[config.mk]
export PLATFORM = sky130hd
export DESIGN_NAME = flush_ctrl
export DESIGN_NICKNAME = d
export VERILOG_FILES = /design/src/rtl/flush_pkg.sv /design/src/rtl/flush_gate_sel.sv /design/src/rtl/flush_rate_sel.sv /design/src/rtl/flush_burst.sv /design/src/rtl/flush_ctrl.sv
export SDC_FILE = /design/constraint.sdc
export NUM_CORES = 1
export LEC_CHECK = 0
export BUFFER_PORTS_ARGS = -buffer_cell sky130_fd_sc_hd__buf_2
export CAP_MARGIN = 20
export CORE_MARGIN = 2
export CORE_UTILIZATION = 52
export DETAILED_ROUTE_END_ITERATION = 10
export PLACE_DENSITY = 0.84
export SKIP_LAST_GASP = 1
export SYNTH_ARGS = -nofsm -noshare
export SYNTH_HDL_FRONTEND = slang
export SYNTH_SLANG_ARGS = --single-unit
[constraint.sdc]
create_clock -name clk -period 1.9 [get_ports clk]
set_input_delay 0.38 -clock clk [delete_from_list [all_inputs] [get_ports clk]]
set_output_delay 0.38 -clock clk [all_outputs]
set_load 0.01 [all_outputs]
[src/rtl/flush_pkg.sv]
// Shared types for the flush controller.
package flush_pkg;
    // Output phase of the burst engine within one pulse.
    typedef enum logic {
        PH_HIGH = 1'b0,
        PH_LOW  = 1'b1
    } phase_t;
endpackage

[src/rtl/flush_gate_sel.sv]
// Selects the effective gate (vertical drive or external gate) and flags
// its high-to-low transitions. Assumes both inputs are synchronous to clk.
module flush_gate_sel (
    input  logic clk,
    input  logic rst_n,
    input  logic use_vd,
    input  logic vd_n,
    input  logic ext_gate_n,
    output logic fall
);
    logic gate_now;
    logic gate_q;

    // Route vertical drive or the external gate as the effective gate.
    always_comb gate_now = use_vd ? vd_n : ext_gate_n;

    // Hold the previous gate level; reset to the idle (high) level.
    always_ff @(posedge clk) begin
        if (!rst_n) gate_q <= 1'b1;
        else        gate_q <= gate_now;
    end

    // A fall is a high previous level with a low present level.
    always_comb fall = gate_q & ~gate_now;
endmodule

[src/rtl/flush_rate_sel.sv]
// Picks the step enable for the burst from NRATES clock enables.
// Assumes the enables are single-cycle strobes.
module flush_rate_sel #(
    parameter int NRATES = 2,
    localparam int SW = (NRATES > 1) ? $clog2(NRATES) : 1
) (
    input  logic [NRATES-1:0] ce,
    input  logic [SW-1:0]     sel,
    output logic              step
);
    generate
        if (NRATES == 1) begin : g_single
            // Only one rate exists: pass it through.
            always_comb step = ce[0];
        end else begin : g_multi
            // Index the enable vector with the selector.
            always_comb step = ce[sel];
        end
    endgenerate
endmodule

[src/rtl/flush_burst.sv]
// Burst engine: after a trigger it emits PULSES low pulses. Each pulse is
// one step low and one step high. Triggers that arrive during a burst are
// ignored.
module flush_burst
    import flush_pkg::*;
#(
    parameter int PULSES = 302,
    localparam int CW = $clog2(PULSES + 1)
) (
    input  logic          clk,
    input  logic          rst_n,
    input  logic          trig,
    input  logic          step,
    output logic          busy,
    output logic [CW-1:0] cnt,
    output logic          out_low
);
    localparam logic [CW-1:0] LAST = CW'(PULSES - 1);

    phase_t phase;

    // Sequence the burst: start on trigger, toggle phase on each step,
    // count finished pulses and stop after the last one.
    always_ff @(posedge clk) begin
        if (!rst_n) begin
            busy  <= 1'b0;
            cnt   <= '0;
            phase <= PH_HIGH;
        end else if (!busy) begin
            if (trig) begin
                busy  <= 1'b1;
                cnt   <= '0;
                phase <= PH_HIGH;
            end
        end else if (step) begin
            if (phase == PH_HIGH) begin
                phase <= PH_LOW;
            end else begin
                phase <= PH_HIGH;
                if (cnt == LAST) begin
                    busy <= 1'b0;
                    cnt  <= '0;
                end else begin
                    cnt <= cnt + 1'b1;
                end
            end
        end
    end

    // Outputs are low only in the low phase of an active burst.
    always_comb out_low = busy && (phase == PH_LOW);
endmodule

[src/rtl/flush_ctrl.sv]
// Top of the flush controller: gate selection, rate selection and burst
// engine. It drives the three parallel-transfer clocks with the same
// waveform. All inputs are assumed synchronous to clk.
module flush_ctrl #(
    parameter int PULSES = 302,
    localparam int CW = $clog2(PULSES + 1)
) (
    input  logic clk,
    input  logic rst_n,
    input  logic use_vd,
    input  logic vd_n,
    input  logic ext_gate_n,
    input  logic dump_fast,
    input  logic fast_ce,
    input  logic slow_ce,
    output logic img_clk,
    output logic stor_clk,
    output logic xfer_clk
);
    logic          trig;
    logic          step_en;
    logic          busy;
    logic [CW-1:0] burst_cnt;
    logic          out_low;

    flush_gate_sel u_gate (
        .clk        (clk),
        .rst_n      (rst_n),
        .use_vd     (use_vd),
        .vd_n       (vd_n),
        .ext_gate_n (ext_gate_n),
        .fall       (trig)
    );

    flush_rate_sel #(.NRATES(2)) u_rate (
        .ce   ({fast_ce, slow_ce}),
        .sel  (dump_fast),
        .step (step_en)
    );

    flush_burst #(.PULSES(PULSES)) u_burst (
        .clk     (clk),
        .rst_n   (rst_n),
        .trig    (trig),
        .step    (step_en),
        .busy    (busy),
        .cnt     (burst_cnt),
        .out_low (out_low)
    );

    // Fan the burst waveform out to the three transfer clocks (idle high).
    always_comb begin
        img_clk  = ~out_low;
        stor_clk = ~out_low;
        xfer_clk = ~out_low;
    end
endmodule

==> summary.md, run 1 <==
| Metric | Value |
|---|---|
| DP HPWL | 991 um |
| Crit Path Category | reg -> reg |
| Routed Wire Length | 1.371 mm |
| Synth cell count leaders | 12 x dfxtp_1, 7 x and3_1, 7 x nand2_1 |
| Initial DRT Pass Iterations | 4 |
| Via density | 6.086 |
| Top_reg_cell synth | dfxtp_1 |
| Combinational group share of total power | 9.9% |
| Startpoint Class | flop |
| Power share of the sequential group | 49.9% |
| Post-CTS sizing | 0 |
| Pwr dens | 666.9 nW/um2 |
| Number of fill cells in the layout | 106 |
| Clk root buf | clkbuf_4 |
| Antenna cells | 0 |
| Critical Path RT | 2.07 ns |
| Syn_nets | 87 |
| Hold/Removal Path Class | in -> reg |
| FMAX | 612.4 MHz |
| Clk_lat worst skew | 0.28 ns |
| Yosys warns | 0 |
| Clk slew on worst S/H paths | 0.08 ns |
| CORE AREA | 1269 um2 |
| Outcome | complete, no violations |
| Pleak | 0.3552 nW |
| Congestion Overflow GR | 0 |
| Post-Place Setup Slack | 0.2389 ns |
| CTS tree | done |
| Endpoint class of the critical path | flop |
| Post-synth top area share | 34.97% |
| Wire length per cell | 13.06 um |
| DRC | 0 |
| Post-synthesis sequential area ratio | 34.97% |
| Total CTS buffers | 3 |
| Switch Pwr | 127.3 uW |
| CTS sink cnt | 12 |
| DR vias | 639 |
| Antenna-violating nets left | 0 |
| Clock buffer depth | 2 |
| Initial DRC Count | 17 |
| Total Routing Usage GR | 19.89% |
| Unrepaired setup endpoints after global routing | no |
| Global-route wire length before repair | 2.111 mm |
| Initial antenna violation count | 0 |
| Average cell area after synthesis | 8.921 um2 |
| Final hold violations | 0 |
| Slew Limit Headroom | 75.14% |
| Sw Ratio | 24.34% |
| Dominant cell type by area after synthesis | dfxtp_1 |
| Post-CTS setup buffers | 0 |
| Clock Power Share | 40.2% |
| H-tree lvl count | 1 |
| Starting Density | 54.14% |
| Die X | 40.35 um |
| Async SR Flop Fraction | 0% |
| Post-synthesis cell count | 77 |
| Worst setup margin | 0.2672 ns |
| Chip height | 40.35 um |
| Critical Path AT | 1.81 ns |
| Worst vdd ir | 0.0004522 V |
| Layout cells sized above 1 | 24.44% |
| Period utilization | 85.94% |
| Post-Syn Area | 686.9 um2 |
| Final-report setup violation count | 0 |
| Top-count cell post-synth | dfxtp_1 |
| Die Area | 1628 um2 |
| Number of synthesized flops with an enable pin | 0 |
| Worst slew pin tran | 0.3625 ns |
| Post-route setup TNS | 0 ns |
| # IOs | 11 |
| Sequential Area | 240.2 um2 |
| IO Port Bufs | 10 |
| Crit path max fanout | 7 |
| Nets | 101 |
| Final cell count without fillers | 105 |
| Clk_skew | 0.002032 ns |
| Vias in the first global route | 519 |
| Row count | 13 |
| Largest net degree at the start of global routing | 8 |
| Area of the multi-input gates | 412.9 um2 |
| Final Wtd Congestion | 0.8289 |
| Ranking of synthesized cells by area | dfxtp_1 35%, and3_1 6.4%, a221o_1 5.8%, nand2_1 3.8%, a21oi_1 3.6% |
| Cell variety after synth | 30 |
| Slew Viols, Final | 0 |
| Cts hold-fix bufs | 0 |
| Max cap viols | 0 |
| Fin crit period | 1.633 ns |
| P_int | 395.8 uW |
| P&R area growth vs syn | 14.21% |
| FF+latch count, synth | 12 |
| Cells after DPL | 101 |
registers in the layout, summed over array words and instances (netlist names):
| signal | flops |
|---|---|
| u_burst.phase | 1 |
| u_burst.busy | 1 |
| u_burst.cnt | 9 |
| u_gate.gate_q | 1 |
final timing paths:
path | startpoint | to | slack (ns) | depth (start not counted)
min | rst_n | u_gate.gate_q | 0.31 | 2
max reg2reg | u_burst.cnt[0] | u_burst.cnt[4] | 0.27 | 5
min reg2reg | u_burst.cnt[8] | u_burst.cnt[8] | 0.53 | 1
max | u_burst.cnt[0] | u_burst.cnt[4] | 0.27 | 5
placed cells by master, fill, tap and decap left out, drive strengths merged:
cell	synthesis	layout
nand2	7	7
a221o	4	4
a22o	1	1
a31o	1	1
dfxtp	12	12
ha	2	2
nand3	4	4
a2bb2oi	1	1
nand3b	1	1
mux2	1	1
and2b	1	1
o21a	1	1
nor2b	1	1
buf	2	11
nor2	6	6
clkbuf	0	4
nand4	3	3
a21oi	5	5
and2	2	2
a311oi	1	1
mux2i	2	2
inv	5	5
or4b	1	1
o21ai	1	1
and4	1	1
a221oi	1	1
and3	8	8
a41oi	2	2
power groups by stage:
stage                     clock [mW]  sequential (mW)  combinational (mW)
after floorplan                    0            0.265              0.0326
after global placement             0            0.266              0.0494
final                          0.210            0.261              0.0519
after CTS                      0.209            0.261              0.0513
after detailed placement           0            0.266              0.0508
after global routing           0.218            0.262              0.0571
area by class of cell:
cell class | count | share of cell area, %
Clock buffer | 4 | 4.625
Timing Repair Buffer | 11 | 7.337
Sequential cell | 12 | 30.62
Tap cell | 15 | 2.392
Multi-Input combinational cell | 58 | 52.63
Inverter | 5 | 2.392
cell families (layout without fill, tap and decap cells):
family                   after synthesis  count (layout)  synth area share [%]
AND/OR/NAND/NOR                       35              35                 29.15
buffers and inverters                  7              20                 4.918
multiplexers                           3               3                 5.100
flip-flops                            12              12                 34.97
adder cells (fa/ha/maj)                2               2                 3.642
AO/OA/AOI/OAI                         18              18                 22.22
stage by stage:
step                      utilization (%)  hold WS, ns  power, mW  area, um2
after floorplan                         -       0.4419     0.2980      686.9
after global placement              58.97       0.5152     0.3158      748.2
after detailed placement            58.97       0.5172     0.3171      748.2
after CTS                           61.83       0.3171     0.5205      784.5
after global routing                61.83       0.3272     0.5374      784.5
final                               61.83       0.3125     0.5232      784.5
critical path: stages, from the launching register on:
cell     delay (ns)
dfxtp_1        0.44
ha_1           0.18
and2b_4        0.17
nand4_2        0.15
and3_1         0.28
a221o_1        0.30
layer usage:
metal,track usage [%],vias up,wire length [um]
met4,10.83,0,42
met1,25.08,296,625
met3,5.000,6,70
li1,-,319,-
met2,30.56,18,633
met5,0,-,0
Note: power is estimated with default switching activity, not from simulation.
==> inputs of run 2 (changes only) <==
--- a/config.mk
+++ b/config.mk
@@ -7,11 +7,12 @@
 export LEC_CHECK = 0
 export BUFFER_PORTS_ARGS = -buffer_cell sky130_fd_sc_hd__buf_2
 export CAP_MARGIN = 20
-export CORE_MARGIN = 2
-export CORE_UTILIZATION = 52
+export CORE_AREA = 2 2 39 41
 export DETAILED_ROUTE_END_ITERATION = 10
-export PLACE_DENSITY = 0.84
+export DIE_AREA = 0 0 41 43
+export PLACE_DENSITY = 0.82
 export SKIP_LAST_GASP = 1
 export SYNTH_ARGS = -nofsm -noshare
 export SYNTH_HDL_FRONTEND = slang
+export SYNTH_HIERARCHICAL = 1
 export SYNTH_SLANG_ARGS = --single-unit
==> summary.md, run 2 <==
| Metric | Value |
|---|---|
| Cells after DPL | 96 (was 101) |
| Starting Density | 48.37% (was 54.14%) |
| Total CTS buffers | 3 (unchanged) |
| Crit Path Category | reg -> out (was reg -> reg) |
| Largest net degree at the start of global routing | 10 (was 8) |
| # IOs | 11 (unchanged) |
| Post-synthesis mux area share | 6.916% (was 5.100%) |
| Congestion Overflow GR | 0 (unchanged) |
| Final hold violations | 0 (unchanged) |
| Endpoint class of the critical path | output pin (was flop) |
| Wire length per cell | 12.93 um (was 13.06 um) |
| Number of synthesized flops with an enable pin | 0 (unchanged) |
| Cts hold-fix bufs | 0 (unchanged) |
| Antenna cells | 0 (unchanged) |
| CP max-delay cell | dfxtp_1 (unchanged) |
| CP Buf/Inv Count | 2 (was 0) |
| Post-synthesis sequential area ratio | 35.89% (was 34.97%) |
| Largest family of logic cells by synthesized area | simple AND/OR/NAND/NOR gates (unchanged) |
| Post-synthesis compound-gate area fraction | 17.20% (was 22.22%) |
| Cell variety after synth | 31 (was 30) |
| Vias in the first global route | 489 (was 519) |
| Hold/Removal Path Class | in -> reg (unchanged) |
| Post-synth top area share | 35.89% (was 34.97%) |
| Post-synthesis cell count | 72 (was 77) |
| Final-report setup violation count | 0 (unchanged) |
| Commonest non-fill, non-tap cell in the layout | dfxtp_1 (unchanged) |
| Worst slew pin tran | 0.2860 ns (was 0.3625 ns) |
| Max reg flops | 9 (unchanged) |
| Design Area, Final | 760.7 um2 (was 784.5 um2) |
| Die X | 41 um (was 40.35 um) |
| Worst vdd ir | 0.0004876 V (was 0.0004522 V) |
| Clk_skew | 0.006405 ns (was 0.002032 ns) |
| Max cap viols | 0 (unchanged) |
| Antenna-violating nets left | 0 (unchanged) |
| Initial antenna violation count | 0 (unchanged) |
| Pleak | 0.2835 nW (was 0.3552 nW) |
| Die Area | 1763 um2 (was 1628 um2) |
| Final Wtd Congestion | 0.8776 (was 0.8289) |
| Synth Area in XOR/XNOR | 7.850% (was 0%) |
| H-tree lvl count | 1 (unchanged) |
| Critical Path RT | 1.52 ns (was 2.07 ns) |
| CTS sink cnt | 12 (unchanged) |
| Clk slew on worst S/H paths | 0.07 ns (was 0.08 ns) |
| Top-count cell post-synth | dfxtp_1 (unchanged) |
| DRC | 0 (unchanged) |
| FMAX | 674.2 MHz (was 612.4 MHz) |
| Chip height | 43 um (was 40.35 um) |
| Clock buffer depth | 2 (unchanged) |
| Row count | 14 (was 13) |
| Via density | 5.540 (was 6.086) |
| Final cell count without fillers | 100 (was 105) |
| Initial DRT Pass Iterations | 4 (unchanged) |
| Clk root buf | clkbuf_4 (unchanged) |
| Outcome | complete, no violations (unchanged) |
| Fraction of the mapped netlist area in adder cells | 3.738% (was 3.643%) |
| Startpoint Class | flop (unchanged) |
| Dominant cell type by area after synthesis | dfxtp_1 (unchanged) |
| Period utilization | 78.07% (was 85.94%) |
| Total Routing Usage GR | 17.41% (was 19.89%) |
| Post-Syn Area | 669.4 um2 (was 686.9 um2) |
| CORE AREA | 1384 um2 (was 1269 um2) |
| P&R area growth vs syn | 13.64% (was 14.21%) |
| Layout cells sized above 1 | 26.19% (was 24.44%) |
| FF+latch count, synth | 12 (unchanged) |
| Unrepaired setup endpoints after global routing | no (unchanged) |
| Average cell area after synthesis | 9.297 um2 (was 8.921 um2) |
| Commonest non-fill, non-tap cells in the layout | 12 x dfxtp_1, 10 x buf_2, 10 x nor2_1 (was 12 x dfxtp_1, 10 x buf_2, 7 x and3_1, 7 x nand2_1, 6 x nor2_1) |
| WHS | 0.3024 ns (was 0.3125 ns) |
| Post-route setup TNS | 0 ns (unchanged) |
| Nets | 95 (was 101) |
| DR vias | 554 (was 639) |
| Initial DRC Count | 18 (was 17) |
| CTS tree | done (unchanged) |
| Post-CTS setup buffers | 0 (unchanged) |
| Final Power | 514.3 uW (was 523.2 uW) |
| Yosys warns | 6 (was 0) |
| Post-CTS sizing | 0 (unchanged) |
| Top_reg_cell synth | dfxtp_1 (unchanged) |
| DP HPWL | 980.7 um (was 991 um) |
| Async SR Flop Fraction | 0% (unchanged) |
| Dpl cell area | 724.4 um2 (was 748.2 um2) |
| Slew Viols, Final | 0 (unchanged) |
| Ranking of synthesized cells by area | dfxtp_1 36%, nor2_1 5.6%, xnor2_1 3.9%, xor2_1 3.9%, a211oi_2 3.7% (was dfxtp_1 35%, and3_1 6.4%, a221o_1 5.8%, nand2_1 3.8%, a21oi_1 3.6%) |
| Global-route wire length before repair | 2.001 mm (was 2.111 mm) |
| Delay-heaviest family, CP | flip-flops (was simple AND/OR/NAND/NOR gates) |
| Largest reg by FF count | u_burst/cnt (was u_burst.cnt) |
| Slew Limit Headroom | 80.86% (was 75.14%) |
| Clk_lat worst skew | 0.28 ns (about the same) |
| Synth cell count leaders | 12 x dfxtp_1, 10 x nor2_1, 4 x inv_1 (was 12 x dfxtp_1, 7 x and3_1, 7 x nand2_1) |
| Routed Wire Length | 1.293 mm (was 1.371 mm) |
| IO Port Bufs | 10 (unchanged) |
| Simple-Gate Fraction of Synth Area | 23.93% (was 29.14%) |
| Syn_nets | 82 (was 87) |
| Worst path cell trace | and2_1 > inv_1 > buf_2 (was ha_1 > and2b_4 > nand4_2 > and3_1 > a221o_1) |
| Max incr delay on CP | 0.48 ns (was 0.44 ns) |
| Crit path max fanout | 9 (was 7) |
| Critical Path AT | 1.10 ns (was 1.81 ns) |
| Fin crit period | 1.483 ns (was 1.633 ns) |
| Pwr dens | 676.0 nW/um2 (was 666.9 nW/um2) |
[run 2: worst paths after layout]
path | startpoint | end | slack, ns | cells past startpoint
worst min register to register | u_burst/phase | u_burst/phase | 0.52 | 1
worst max register to register | u_burst/cnt[0] | u_burst/cnt[8] | 0.50 | 5
worst max-delay path | u_burst/busy | img_clk | 0.42 | 3
worst min-delay path | rst_n | u_gate/gate_q | 0.30 | 2
[run 2: cell type report]
| class | instances | area, um2 |
|---|---|---|
| fill | 127 | 623.1 |
| multi-input combinational | 54 | 399.1 |
| sequential | 12 | 240.2 |
| timing repair buffer | 10 | 50.05 |
| clock buffer | 4 | 36.28 |
| tap | 16 | 20.02 |
| inverter | 4 | 15.01 |
[run 2: layer usage]
| metal | vias to the layer above | track usage, % | wire length [um] |
|---|---|---|---|
| li1 | 276 | - | - |
| met1 | 246 | 18.15 | 549 |
| met2 | 30 | 28.13 | 609 |
| met3 | 2 | 9.424 | 126 |
| met4 | 0 | 6.000 | 8 |
| met5 | - | 0 | 0 |
[run 2: worst reg2reg max path, delay by kind of cell, from the launching register on]
kind	cells	cell delay [ns]
AOI/OAI and AO/OA	2	0.36
and+or+nand+nor	2	0.34
DFF	1	0.40
adders and majority gates	1	0.17
[run 2: cell families after synthesis]
group,after synthesis
AOI/OAI and AO/OA,15
xor gates and xnor gates,6
adders and majority gates,2
buffers and inverters,6
DFF,12
muxes,4
and+or+nand+nor,27
[run 2: stage by stage]
step | utilization, % | setup WS [ns]
6_report | 54.97 | 0.4167
3_3_place_gp | 52.35 | 0.2299
2_1_floorplan | - | 0.4284
4_1_cts | 54.97 | 0.4097
3_5_place_dp | 52.35 | 0.1611
5_1_grt | 54.97 | 0.2701
[run 2: power breakdown]
part           total (mW)  internal [mW]  switching (mW)  leakage (nW)
registers           0.263          0.257         0.00661        0.0974
clock network       0.201          0.117          0.0844        0.0210
logic              0.0499         0.0227          0.0272         0.165
total               0.514          0.396           0.118         0.284
